<file path="config.mk">
export PLATFORM = sky130hd
export DESIGN_NAME = hwloop_ctrl
export DESIGN_NICKNAME = d
export VERILOG_FILES = /design/src/rtl/hwloop_pkg.sv /design/src/rtl/hwloop_setup_dec.sv /design/src/rtl/hwloop_level.sv /design/src/rtl/hwloop_ctrl.sv
export SDC_FILE = /design/constraint.sdc
export NUM_CORES = 1
export LEC_CHECK = 0
export BUFFER_PORTS_ARGS = -buffer_cell sky130_fd_sc_hd__buf_2
export CAP_MARGIN = 20
export CORE_ASPECT_RATIO = 1.5
export CORE_MARGIN = 1.5
export CORE_UTILIZATION = 53
export CTS_CLUSTER_SIZE = 8
export DETAILED_ROUTE_END_ITERATION = 12
export PLACE_DENSITY = 0.77
export SLEW_MARGIN = 15
export SYNTH_ARGS = -nofsm -noshare
export SYNTH_HDL_FRONTEND = slang
export SYNTH_HIERARCHICAL = 1
export SYNTH_SLANG_ARGS = --single-unit
</file>
<file path="constraint.sdc">
create_clock -name clk -period 4.5 [get_ports clk]
set_clock_uncertainty 0.15 [all_clocks]
set_input_delay 0.45 -clock clk [delete_from_list [all_inputs] [get_ports clk]]
set_output_delay 0.45 -clock clk [all_outputs]
set_load 0.01 [all_outputs]
</file>
<file path="src/rtl/hwloop_pkg.sv">
package hwloop_pkg;
  localparam int NLVL = 2;
  localparam logic [6:0] OPC_LOOP = 7'b1111011;
  localparam logic [2:0] FN_REG   = 3'b100;
  localparam logic [2:0] FN_IMM   = 3'b101;

  typedef enum logic [1:0] {
    FORM_NONE = 2'd0,
    FORM_REG  = 2'd1,
    FORM_IMM  = 2'd2
  } setup_form_e;
endpackage

</file>
<file path="src/rtl/hwloop_setup_dec.sv">
module hwloop_setup_dec
  import hwloop_pkg::*;
#(
  parameter int AW   = 32,
  parameter int CW   = 32,
  parameter int XLEN = 32
) (
  input  logic            setup_valid,
  input  logic [31:0]     setup_instr,
  input  logic [AW-1:0]   setup_pc,
  input  logic [XLEN-1:0] setup_rs1,
  output logic [NLVL-1:0] ld,
  output logic [AW-1:0]   ld_start,
  output logic [AW-1:0]   ld_end,
  output logic [CW-1:0]   ld_cnt
);
  localparam int IMM12_W = 12;
  localparam int IMM5_W  = 5;

  setup_form_e form;
  logic [AW-1:0] off_ext;
  logic          ok;

  always_comb begin
    form = FORM_NONE;
    if (setup_valid && setup_instr[6:0] == OPC_LOOP && setup_instr[11:8] == 4'd0) begin
      if (setup_instr[14:12] == FN_REG)      form = FORM_REG;
      else if (setup_instr[14:12] == FN_IMM) form = FORM_IMM;
    end
  end

  always_comb begin
    off_ext = '0;
    ld_cnt  = '0;
    case (form)
      FORM_REG: begin
        off_ext = AW'({setup_instr[31:20], 1'b0});
        ld_cnt  = setup_rs1[CW-1:0];
      end
      FORM_IMM: begin
        off_ext = AW'({setup_instr[19:15], 1'b0});
        ld_cnt  = {{(CW-IMM12_W){1'b0}}, setup_instr[31:20]};
      end
      default: begin
        off_ext = '0;
        ld_cnt  = '0;
      end
    endcase
  end

  assign ok       = (form != FORM_NONE);
  assign ld_start = setup_pc + AW'(4);
  assign ld_end   = setup_pc + off_ext;

  for (genvar i = 0; i < NLVL; i++) begin : g_ld
    assign ld[i] = ok && (setup_instr[7] == i[0]);
  end

  initial begin
    assert (CW >= IMM12_W && CW <= XLEN && AW > IMM12_W + 1 && IMM5_W < IMM12_W);
  end
endmodule

</file>
<file path="src/rtl/hwloop_level.sv">
module hwloop_level #(
  parameter int AW = 32,
  parameter int CW = 32
) (
  input  logic          clk,
  input  logic          rst,
  input  logic          ld,
  input  logic [AW-1:0] ld_start,
  input  logic [AW-1:0] ld_end,
  input  logic [CW-1:0] ld_cnt,
  input  logic          fetch_valid,
  input  logic [AW-1:0] fetch_pc,
  input  logic          grant,
  output logic          match,
  output logic          take,
  output logic [AW-1:0] start_addr
);
  logic [AW-1:0] start_q, end_q;
  logic [CW-1:0] cnt_q;
  logic          act;

  assign match      = fetch_valid && (cnt_q != '0) && (fetch_pc == end_q);
  assign act        = grant && match;
  assign take       = act && (cnt_q > CW'(1));
  assign start_addr = start_q;

  always_ff @(posedge clk) begin
    if (rst) begin
      start_q <= '0;
      end_q   <= '0;
      cnt_q   <= '0;
    end else if (ld) begin
      start_q <= ld_start;
      end_q   <= ld_end;
      cnt_q   <= ld_cnt;
    end else if (act) begin
      cnt_q <= cnt_q - CW'(1);
    end
  end

  // a setup lands all three registers together
  p_load_all_r9: assert property (@(posedge clk) disable iff (rst)
    ld |=> (cnt_q == $past(ld_cnt)) && (end_q == $past(ld_end)) && (start_q == $past(ld_start)));

  p_dec_r6: assert property (@(posedge clk) disable iff (rst)
    (!ld && grant && match && cnt_q > CW'(1)) |=> cnt_q == $past(cnt_q) - CW'(1));

  p_exit_r7: assert property (@(posedge clk) disable iff (rst)
    (!ld && grant && match && cnt_q == CW'(1)) |=> cnt_q == '0);

  p_hold_r8: assert property (@(posedge clk) disable iff (rst)
    (!ld && !(grant && match)) |=> $stable(cnt_q));
endmodule

</file>
<file path="src/rtl/hwloop_ctrl.sv">
module hwloop_ctrl
  import hwloop_pkg::*;
#(
  parameter int AW   = 32,
  parameter int CW   = 32,
  parameter int XLEN = 32
) (
  input  logic            clk,
  input  logic            rst,
  input  logic            setup_valid,
  input  logic [31:0]     setup_instr,
  input  logic [AW-1:0]   setup_pc,
  input  logic [XLEN-1:0] setup_rs1,
  input  logic            fetch_valid,
  input  logic [AW-1:0]   fetch_pc,
  output logic            redir_valid,
  output logic [AW-1:0]   redir_target
);
  logic [NLVL-1:0] ld, match, take, grant;
  logic [AW-1:0]   ld_start, ld_end;
  logic [CW-1:0]   ld_cnt;
  logic [AW-1:0]   start_a [NLVL];
  logic            nxt_valid;
  logic [AW-1:0]   nxt_target;

  hwloop_setup_dec #(.AW(AW), .CW(CW), .XLEN(XLEN)) dec_i (
    .setup_valid(setup_valid),
    .setup_instr(setup_instr),
    .setup_pc   (setup_pc),
    .setup_rs1  (setup_rs1),
    .ld         (ld),
    .ld_start   (ld_start),
    .ld_end     (ld_end),
    .ld_cnt     (ld_cnt)
  );

  // inner level first: each level may act only if no lower index matched
  always_comb begin
    grant[0] = 1'b1;
    for (int i = 1; i < NLVL; i++) grant[i] = grant[i-1] && !match[i-1];
  end

  for (genvar i = 0; i < NLVL; i++) begin : g_lvl
    hwloop_level #(.AW(AW), .CW(CW)) lvl_i (
      .clk        (clk),
      .rst        (rst),
      .ld         (ld[i]),
      .ld_start   (ld_start),
      .ld_end     (ld_end),
      .ld_cnt     (ld_cnt),
      .fetch_valid(fetch_valid),
      .fetch_pc   (fetch_pc),
      .grant      (grant[i]),
      .match      (match[i]),
      .take       (take[i]),
      .start_addr (start_a[i])
    );
  end

  always_comb begin
    nxt_valid  = 1'b0;
    nxt_target = '0;
    for (int i = 0; i < NLVL; i++) begin
      if (take[i]) begin
        nxt_valid  = 1'b1;
        nxt_target = nxt_target | start_a[i];
      end
    end
  end

  always_ff @(posedge clk) begin
    if (rst) begin
      redir_valid  <= 1'b0;
      redir_target <= '0;
    end else begin
      redir_valid  <= nxt_valid;
      redir_target <= nxt_target;
    end
  end

  p_redir_from_fetch_r10: assert property (@(posedge clk) disable iff (rst)
    redir_valid |-> $past(fetch_valid));

  p_one_taker_r8: assert property (@(posedge clk) disable iff (rst)
    $onehot0(take));

  p_no_redir_idle_r1: assert property (@(posedge clk) disable iff (rst)
    (match == '0) |=> !redir_valid);
endmodule

</file>
After elaboration in Yosys (flattened, before gate mapping)
Cells that the tools add are included.
{ "word_totals": {"ff_bits": 225, "inputBits": 132, "out_inout_bits": 33, "elab_cells": 54} }
{ "op_classes": {"n_addsub": 4, "order_cmp": 2, "eq_ne": 7, "n_mux": 13, "bitwise": 2, "reduce_logical": 18} }
{ "op_table": {"columns": ["op", "n"], "rows": [
  ["$mux 32", 6],
  ["$eq 32x32->1", 2],
  ["$gt 32x1->1 const B", 2],
  ["$pmux 32 s2", 1],
  ["$reduce_bool 32->1", 2],
  ["$sub 32x1->32 const B", 2],
  ["$add 32x13->32", 1],
  ["$add 32x3->32 const B", 1],
  ["$or 32x32->32", 1],
  ["$pmux 13 s2", 1],
  ["$logic_and 1x1->1", 11],
  ["$eq 7x7->1 const B", 1],
  ["$eq 3x3->1 const B", 2],
  ["$mux 2", 3],
  ["$reduce_bool 2->1", 3],
  ["$logic_not 4->1", 1],
  ["$eq 2x1->1 const B", 1],
  ["$eq 2x2->1 const B", 1],
  ["$mux 1", 2],
  ["$logic_not 1->1", 1],
  ["$not 1->1", 1]
]} }

Longest topological paths before layout
Gate-level depths: netlist of the first run.
{ "logic_depth": {"ltp_word": 7, "ltp_mapped": 19} }

Hierarchy
The synthesis of the first run kept the hierarchy.
{ "by_module_without_submodules": {"columns": ["mod", "instances", "cells_per_inst", "area_each_um2", "seq_area_each_um2"], "rows": [
  ["hwloop_level", 2, 529, 4780.8, 1921.8],
  ["hwloop_setup_dec", 1, 303, 2094.5, 0.0],
  ["hwloop_ctrl", 1, 113, 1325.0, 660.6]
]} }

Least setup slack after synthesis of the first run
OpenSTA, ideal clock, no wires.
{ "synth_timing": {"kind": "input-to-reg", "start": "input setup_instr[9]", "end": "register g_lvl[0].lvl_i.end_q[27]", "setup_time_ps": 128, "t_arrival_ps": 4126, "required_ps": 4222, "setup_slack_ps": 96, "path_stages": 17, "path_buffers": 2, "cell_sequence": "or4_1 nor4_1 inv_1 ha_1 clkbuf_1 clkbuf_1 a22oi_1 nor2_1 ha_1 fa_1 a21o_1 a221o_1 a311oi_2 nor4_1 xor2_1 mux2i_1 nor2_1"} }
{ "synth_between": {"elab_chain_len": 6, "elab_cells_between_ends": 9, "cone_classes": "add/sub: 1; eq/ne: 2; mux: 2; reduce/logical: 4"} }
{ "synth_lines": {"columns": ["element", "line_no", "source"], "rows": [
  ["start: declaration", "hwloop_ctrl.sv:11", "input logic [31:0] setup_instr,"],
  ["$logic_not 4->1 *", "hwloop_setup_dec.sv:26", "if (setup_valid && setup_instr[6:0] == OPC_LOOP && setup_instr[11:8] == 4'd0) begin"],
  ["$logic_and 1x1->1 *", "hwloop_setup_dec.sv:26", null],
  ["$mux 2 *", "hwloop_setup_dec.sv:26", null],
  ["$eq 2x2->1 or $eq 2x1->1 (tied branches)", "hwloop_setup_dec.sv:35", "case (form)"],
  ["$pmux 13 s2 *", "hwloop_setup_dec.sv:35", null],
  ["$add 32x13->32 *", "hwloop_setup_dec.sv:53", "assign ld_end = setup_pc + off_ext;"],
  ["net ld_end[27]", "hwloop_ctrl.sv:20", "logic [AW-1:0] ld_start, ld_end;"],
  ["end signal: assignment", "hwloop_level.sv:34", "end_q <= ld_end;"],
  ["end: declaration", "hwloop_level.sv:18", "logic [AW-1:0] start_q, end_q;"]
]} }
The timed path passes the listed nets; every way through them passes the cells marked *.
A chain may end at the register's enable or synchronous reset.

Final worst setup path of the first run
{ "layout_timing": {"start": "register g_lvl[0].lvl_i.cnt_q[25]", "end": "register g_lvl[1].lvl_i.cnt_q[25]"} }
{ "layout_between": {"elab_chain_len": 6} }
{ "layout_lines": {"columns": ["element", "line_no", "source"], "rows": [
  ["start: declaration", "hwloop_level.sv:19", "logic [CW-1:0] cnt_q;"],
  ["start signal: assignment", "hwloop_level.sv:35", "cnt_q <= ld_cnt;"],
  ["start signal: assignment", "hwloop_level.sv:37", "cnt_q <= cnt_q - CW'(1);"],
  ["$reduce_bool 32->1", "hwloop_level.sv:22", "assign match = fetch_valid && (cnt_q != '0) && (fetch_pc == end_q);"],
  ["$logic_and 1x1->1 (2 in a row)", "hwloop_level.sv:22", null],
  ["net match[0]", "hwloop_ctrl.sv:19", "logic [NLVL-1:0] ld, match, take, grant;"],
  ["$logic_not 1->1", "hwloop_ctrl.sv:40", "for (int i = 1; i < NLVL; i++) grant[i] = grant[i-1] && !match[i-1];"],
  ["net grant[1]", "hwloop_ctrl.sv:19", null],
  ["$logic_and 1x1->1", "hwloop_level.sv:23", "assign act = grant && match;"],
  ["$reduce_bool 2->1 (no line)", null, null],
  ["end signal: assignment", "hwloop_level.sv:35", null],
  ["end signal: assignment", "hwloop_level.sv:37", null],
  ["end: declaration", "hwloop_level.sv:19", null]
]} }
The timed path passes the listed nets, and every way through them passes these cells.

==> metrics.md, run 1 <==
| Metric | Value |
|---|---|
| Status | finished clean |
| Buffers & Inverters on Critical Path | 3 |
| Die Wd | 130.7 um |
| Maximum VDD drop | between 0.3 and 0.4 mV |
| Avg Cell Area, Syn | 8.814 sq um |
| Crit-path cells | or4_1 -> or4_1 -> or3_4 -> nor4b_1 -> inv_1 -> inv_1 -> nor4bb_1 -> nand4_4 -> buf_12 -> or4_1 -> a311oi_1 |
| Post-CTS setup buffer count | 0 |
| Most common cell after layout, fill and taps aside | nor2_1 |
| Cell area after placement | 0.01394 sq mm |
| HP Class | in -> reg |
| # fillers | 2086 |
| Placed cells | 1891 |
| # IOs | 165 |
| First-pass GRT wire length | roughly 59 mm |
| Most frequent cells in the layout | nor2_1, dfxtp_1, buf_2 |
| Worst-margin pin slew | ~0.86 ns |
| DRT Wirelength | about 38 mm |
| Critical Path RT | 4.77 ns |
| # hold bufs at CTS | 0 |
| Via count | 11.64k |
| Gr ovfl total | 0 |
| Slowest-stage cell, CP | or4_1 |
| Clock Tree Buf Depth | 3 |
| Final setup fails | 0 |
| DIE AREA | between 0.02 and 0.03 sq mm |
| Clock Latency Late Sink | 0.51 ns |
| Final ANT Viol Nets | 0 |
| CTS tree | yes |
| Pins Over Slew Limit | 0 |
| Via count of the first global-routing pass | 11.78k |
| Crit path DAT | 4.36 ns |
| Std-Cell Rows | 69 |
| Syn. warnings | 6 |
| FMAX | 0.2445 GHz |
| H-tree depth | 2 |
| Clk sinks | between 200 and 250 |
| Routability cong. | 0.9632 |
| Worst Hold Depth | 3 |
| Core Region | 0.02383 sq mm |
| P per Cell Area | 304.6 mW/mm^2 |
| Clock-pin transition on the worst setup and hold timing paths | 0.05 ns |
| Die height | 194.6 um |
| Max_cap viols | 0 |
| Min cycle time layout | approximately 4.1 ns |
| Crit. End Element | flop |
| Final std cell area, no fill | 0.01488 sq mm |
| CP max stage delay | ~0.55 ns |
| Relative slew slack | 42.75% |
| Final period util | approximately nine tenths |
| Layout net count | 1761 |
| Reg2reg path depth | 11 |
| Gr usage total | 29.44% |
| Setup CP Type | reg -> reg |
| Initial antenna violation count | 7 |
| Fraction of layout cells with a size suffix above 1 | around 19% |
| Post_cts resized | 0 |
| Port Buffers | 164 |
| Via density | around 6.0 |
| First drt pass iteration count | 5 |
| Detailed placer's ending HPWL | 27.36 mm |
| Stages on worst setup path | 11 |
| Initial Utilization | 54.41% |
| Worst-path fanout max | 46 |
| CP Launch Type | flop |
| Most common cell on crit path | or4_1 |
| Pin count of the biggest net entering global routing | 89 |
| Syn-to-layout area delta | 14.77% |
| Total CTS buffers | 34 |
| Clock Tree Root | clkbuf_16 |
| Unrepaired setup endpoints after global routing | false |
| WL per Instance | 19.43 um |
| Post-route insts no fill | 1936 |
| 1st-iter DRT viols | around 660 |
| Hold Fails Final Rpt | 0 |
| CP top delay family | simple AND/OR/NAND/NOR gates |
| Post-Synthesis Cells | 1471 |
| # DRC | 0 |
| P_leak | 5.682 nW |
| Mapped cell area | roughly 0.013 sq mm |
## final timing paths
check | startpoint | to | slack, ns
hold reg to reg | g_lvl[0].lvl_i/start_addr[26] | g_lvl[0].lvl_i/start_addr[26] | 0.34
setup reg to reg | g_lvl[0].lvl_i/cnt_q[25] | g_lvl[1].lvl_i/cnt_q[25] | 0.41
hold / removal | setup_pc[1] | g_lvl[0].lvl_i/start_addr[1] | 0.11
setup / recovery | g_lvl[0].lvl_i/cnt_q[25] | g_lvl[1].lvl_i/cnt_q[25] | 0.41
## worst min-delay path, cell delays in order
cell and delay, ns:
buf_2 0.12, mux2i_1 0.08, nor2_1 0.08
## metal layers
metal  GRT usage (%)  vias to the layer above  wire, um
li1                -                     5580         -
met1           31.30                     5505     13940
met2           52.51                      408     19190
met3           5.753                      142      2120
met4           17.79                        4      2334
met5               0                        -        27
## flip-flops by register name, summed over array words and instances (netlist names)
name / flops
g_lvl.lvl_i/cnt_q: 64
g_lvl.lvl_i/start_addr: 64
redir_valid: 1
redir_target: 32
g_lvl.lvl_i/end_q: 64
## stage by stage
| stage | total power [mW] | setup TNS [ns] | hold WS (ns) | util [%] | setup slack, ns |
|---|---|---|---|---|---|
| 5_1_grt | 4.655 | 0 | 0.1261 | 62.42 | 0.2268 |
| 6_report | 4.533 | 0 | 0.1101 | 62.45 | 0.4101 |
| 3_3_place_gp | 2.291 | 0 | 0.3249 | 58.52 | 0.06461 |
| 3_5_place_dp | 2.295 | -0.007101 | 0.3343 | 58.52 | -0.007101 |
| 2_1_floorplan | 2.172 | 0 | 0.3109 | - | 0.09637 |
| 4_1_cts | 4.562 | 0 | 0.09011 | 62.39 | 0.4537 |
## power breakdown
group	switching [mW]	internal [mW]
logic	0.169	0.0980
clock network	0.892	1.38
registers	0.0000562	2.00
total	1.06	3.47
## final cells by class
class | count | area (sq um) | share of cell area, %
Tap cell | 319 | 399.1 | 2.682
Clock buffer | 36 | 879.6 | 5.911
Multi-Input combinational cell | 1130 | 7856 | 52.80
Clock inverter | 3 | 41.29 | 0.2775
Sequential cell | 225 | 4504 | 30.27
Inverter | 24 | 90.09 | 0.6054
Timing Repair Buffer | 193 | 1095 | 7.357
Antenna cell | 6 | 15.01 | 0.1009
(Power assumes the default switching activity.)
==> inputs of run 2 (changes only) <==
CELL_PAD_IN_SITES_DETAIL_PLACEMENT = 1   (was default)
CELL_PAD_IN_SITES_GLOBAL_PLACEMENT = 1   (was default)
CORE_UTILIZATION = 40   (was 53)
PLACE_DENSITY = default   (was 0.77)
PLACE_DENSITY_LB_ADDON = 0.1   (was default)
RECOVER_POWER = 50   (was default)
==> metrics.md, run 2 (synthesis gave the netlist of run 1 again) <==
| Metric | Value |
|---|---|
| CP Launch Type | flop |
| # diodes | 0 (-6) |
| First-pass GRT wire length | 67.59 mm (+14%) |
| H-tree depth | 2 (unchanged) |
| Routability cong. | 0.8722 (-9.4%) |
| Die height | 223.5 um (+15%) |
| Violated checks | max-capacitance violations, max-slew violations |
| Relative slew slack | -10.37% (-53 points) |
| Crit path DAT | 4.29 ns (-0.07 ns) |
| Initial antenna violation count | 1 (-6) |
| Switching power | 1.075 mW (+1.3%) |
| Grt met3 use | 3.231% (-2.5 points) |
| Most common cell on crit path | or4_1 |
| Switching share of power | 23.03% (-0.39 points) |
| Post-CTS setup buffer count | 0 (unchanged) |
| # fillers | 3778 (+81%) |
| Clock Tree Root | clkbuf_16 |
| Final setup fails | 0 (unchanged) |
| # hold bufs at CTS | 0 (unchanged) |
| Slowest-stage cell, CP | or4_1 |
| Final ANT Viol Nets | 0 (unchanged) |
| Most frequent cells in the layout | nor2_1, dfxtp_1, mux2i_1, buf_2, xnor2_1 |
| TNS Setup | 0 ns (unchanged) |
| Syn-to-layout area delta | 15.90% |
| HP Class | in -> reg |
| Post_cts resized | 0 (unchanged) |
| GR peak layer | met2 |
| Worst-path fanout max | 46 (unchanged) |
| Via count | 11.58k (-0.47%) |
| Hold Fails Final Rpt | 0 (unchanged) |
| Clock Tree Buf Depth | 3 (unchanged) |
| P per Cell Area | 310.7 mW/mm^2 (+2.0%) |
| WL per Instance | 21.36 um (+10%) |
| DIE AREA | 0.03352 sq mm (+32%) |
| Gr usage total | 25.92% (-3.5 points) |
| DRT Wirelength | 43.43 mm (+15%) |
| Post-route insts no fill | 2033 (+5.0%) |
| Crit. End Element | flop |
| Min cycle time layout | 4.024 ns (-0.06595 ns) |
| Gr ovfl total | 0 (unchanged) |
| Layout net count | 1771 (+0.57%) |
| Maximum VDD drop | 0.2990 mV (-15%) |
| Initial Utilization | 40.73% (-14 points) |
| Critical Path RT | 4.77 ns (about the same) |
| Int Power | 3.593 mW (+3.5%) |
| CTS tree | yes |
| P_leak | 5.591 nW (-1.6%) |
| Clk pwr share | 51.3% (+1.2 points) |
| Area occupied by multi-input gates | 0.007830 sq mm (-0.33%) |
| Std-Cell Rows | 80 (+16%) |
| # IOs | 165 (unchanged) |
| Via count of the first global-routing pass | 12.22k (+3.7%) |
| First drt pass iteration count | 4 (-1) |
| Worst-margin pin slew | 1.655 ns (+0.7968 ns) |
| Port Buffers | 164 (unchanged) |
| Unrepaired setup endpoints after global routing | false |
| Flop pwr share | 42.8% (-1.2 points) |
| Comb pwr share | 6.0% (about the same) |
| Fraction of layout cells with a size suffix above 1 | 17.44% (-1.8 points) |
| Core Region | 0.03183 sq mm (+34%) |
| Clock Latency Late Sink | 0.51 ns (about the same) |
| Pins Over Slew Limit | 178 (+178) |
| Clk sinks | 225 (unchanged) |
| Crit-path cells | or4_1 -> or4_1 -> or3_1 -> nor4b_1 -> inv_1 -> inv_1 -> nor4bb_1 -> buf_4 -> nand4_4 -> buf_12 -> or4_1 -> a311oi_1 |
| Pwr Total | 4.669 mW (+3.0%) |
| Detailed placer's ending HPWL | 32.21 mm (+18%) |
| Max_cap viols | 2 (+2) |
| CP max stage delay | 0.53 ns (-0.02 ns) |
| Status | finished with violations |
| Via density | 5.698 (-5.2%) |
| Clock-pin transition on the worst setup and hold timing paths | 0.05 ns (about the same) |
| FMAX | 0.2485 GHz (+1.6%) |
| Met2 Use GR | 48.42% (-4.1 points) |
| Placed cells | 1992 (+5.3%) |
| CP top delay family | simple AND/OR/NAND/NOR gates |
| 1st-iter DRT viols | 396 (-40%) |
| R2R Setup Slk | 0.48 ns (+0.07 ns) |
| Setup CP Type | reg -> reg |
| Met1 Use GR | 27.93% (-3.4 points) |
| Pin count of the biggest net entering global routing | 158 (+78%) |
| Buffers & Inverters on Critical Path | 4 (+1) |
| Die Wd | 150.0 um (+15%) |
| Sequential Area | 0.004504 sq mm (unchanged) |
| # DRC | 0 (unchanged) |
| Most common cell after layout, fill and taps aside | nor2_1 |
| Final period util | 89.42% (-1.5 points) |
| Total CTS buffers | 34 (unchanged) |
-- run 2: cell types whose count changed in the layout (fill, tap and decap cells not counted), moves of 2 or more --
| cell | change |
|---|---|
| o21ai_1 | -5 |
| buf_4 | +6 |
| clkbuf_1 | +36 |
| diode_2 | -6 |
| buf_2 | -33 |
| clkbuf_4 | +2 |
| clkinv_8 | -2 |
| clkbuf_16 | +2 |
| o21ai_0 | +5 |
-- run 2: final timing paths --
kind                            cells after the start                            to                     startpoint
worst max-delay path                               12       g_lvl[1].lvl_i/cnt_q[5]       g_lvl[0].lvl_i/cnt_q[25]
worst min-delay path                                3  g_lvl[0].lvl_i/start_addr[1]                    setup_pc[1]
worst min register to register                      2              redir_target[16]  g_lvl[1].lvl_i/start_addr[16]
worst max register to register                     12       g_lvl[1].lvl_i/cnt_q[5]       g_lvl[0].lvl_i/cnt_q[25]
-- run 2: power groups by stage --
stage	Combinational (mW)	Sequential [mW]	Clock (mW)
after global routing	0.300	1.99	2.53
after CTS	0.280	2.00	2.46
after global placement	0.275	2.04	0
after detailed placement	0.278	2.04	0
final	0.279	2.00	2.39
after floorplan	0.136	2.04	0
-- run 2: stage by stage --
step | setup WS (ns) | utilization (%) | instance area (sq um) | hold slack, ns
6_report | 0.4760 | 47.21 | 15030 | 0.1295
5_1_grt | 0.2019 | 47.21 | 15030 | 0.1419
4_1_cts | 0.5188 | 47.52 | 15130 | 0.1070
3_5_place_dp | 0.006342 | 44.48 | 14160 | 0.3404
3_3_place_gp | 0.07192 | 44.48 | 14160 | 0.3246
2_1_floorplan | 0.09637 | - | 12970 | 0.3109
-- run 2: worst register-to-register path: cells and delay by family (launching register included) --
family          cells  cell delay, ns
compound gates      1            0.27
buf+inv             4            0.60
flops               1            0.35
simple gates        7            2.57
-- run 2: layer usage --
metal  vias to the layer above  wire length [um]
met1                      5678             16870
met3                        99              1224
li1                       5591                 -
met5                         -                12
met4                         2              2198
met2                       214             23120
-- run 2: area by class of cell --
cell class                 instances  area share (%)
clock inverter                     1          0.1998
multi-input combinational       1130           52.11
tap                              410           3.414
timing repair buffer             203           7.469
clock buffer                      40           6.236
sequential                       225           29.98
inverter                          24          0.5995
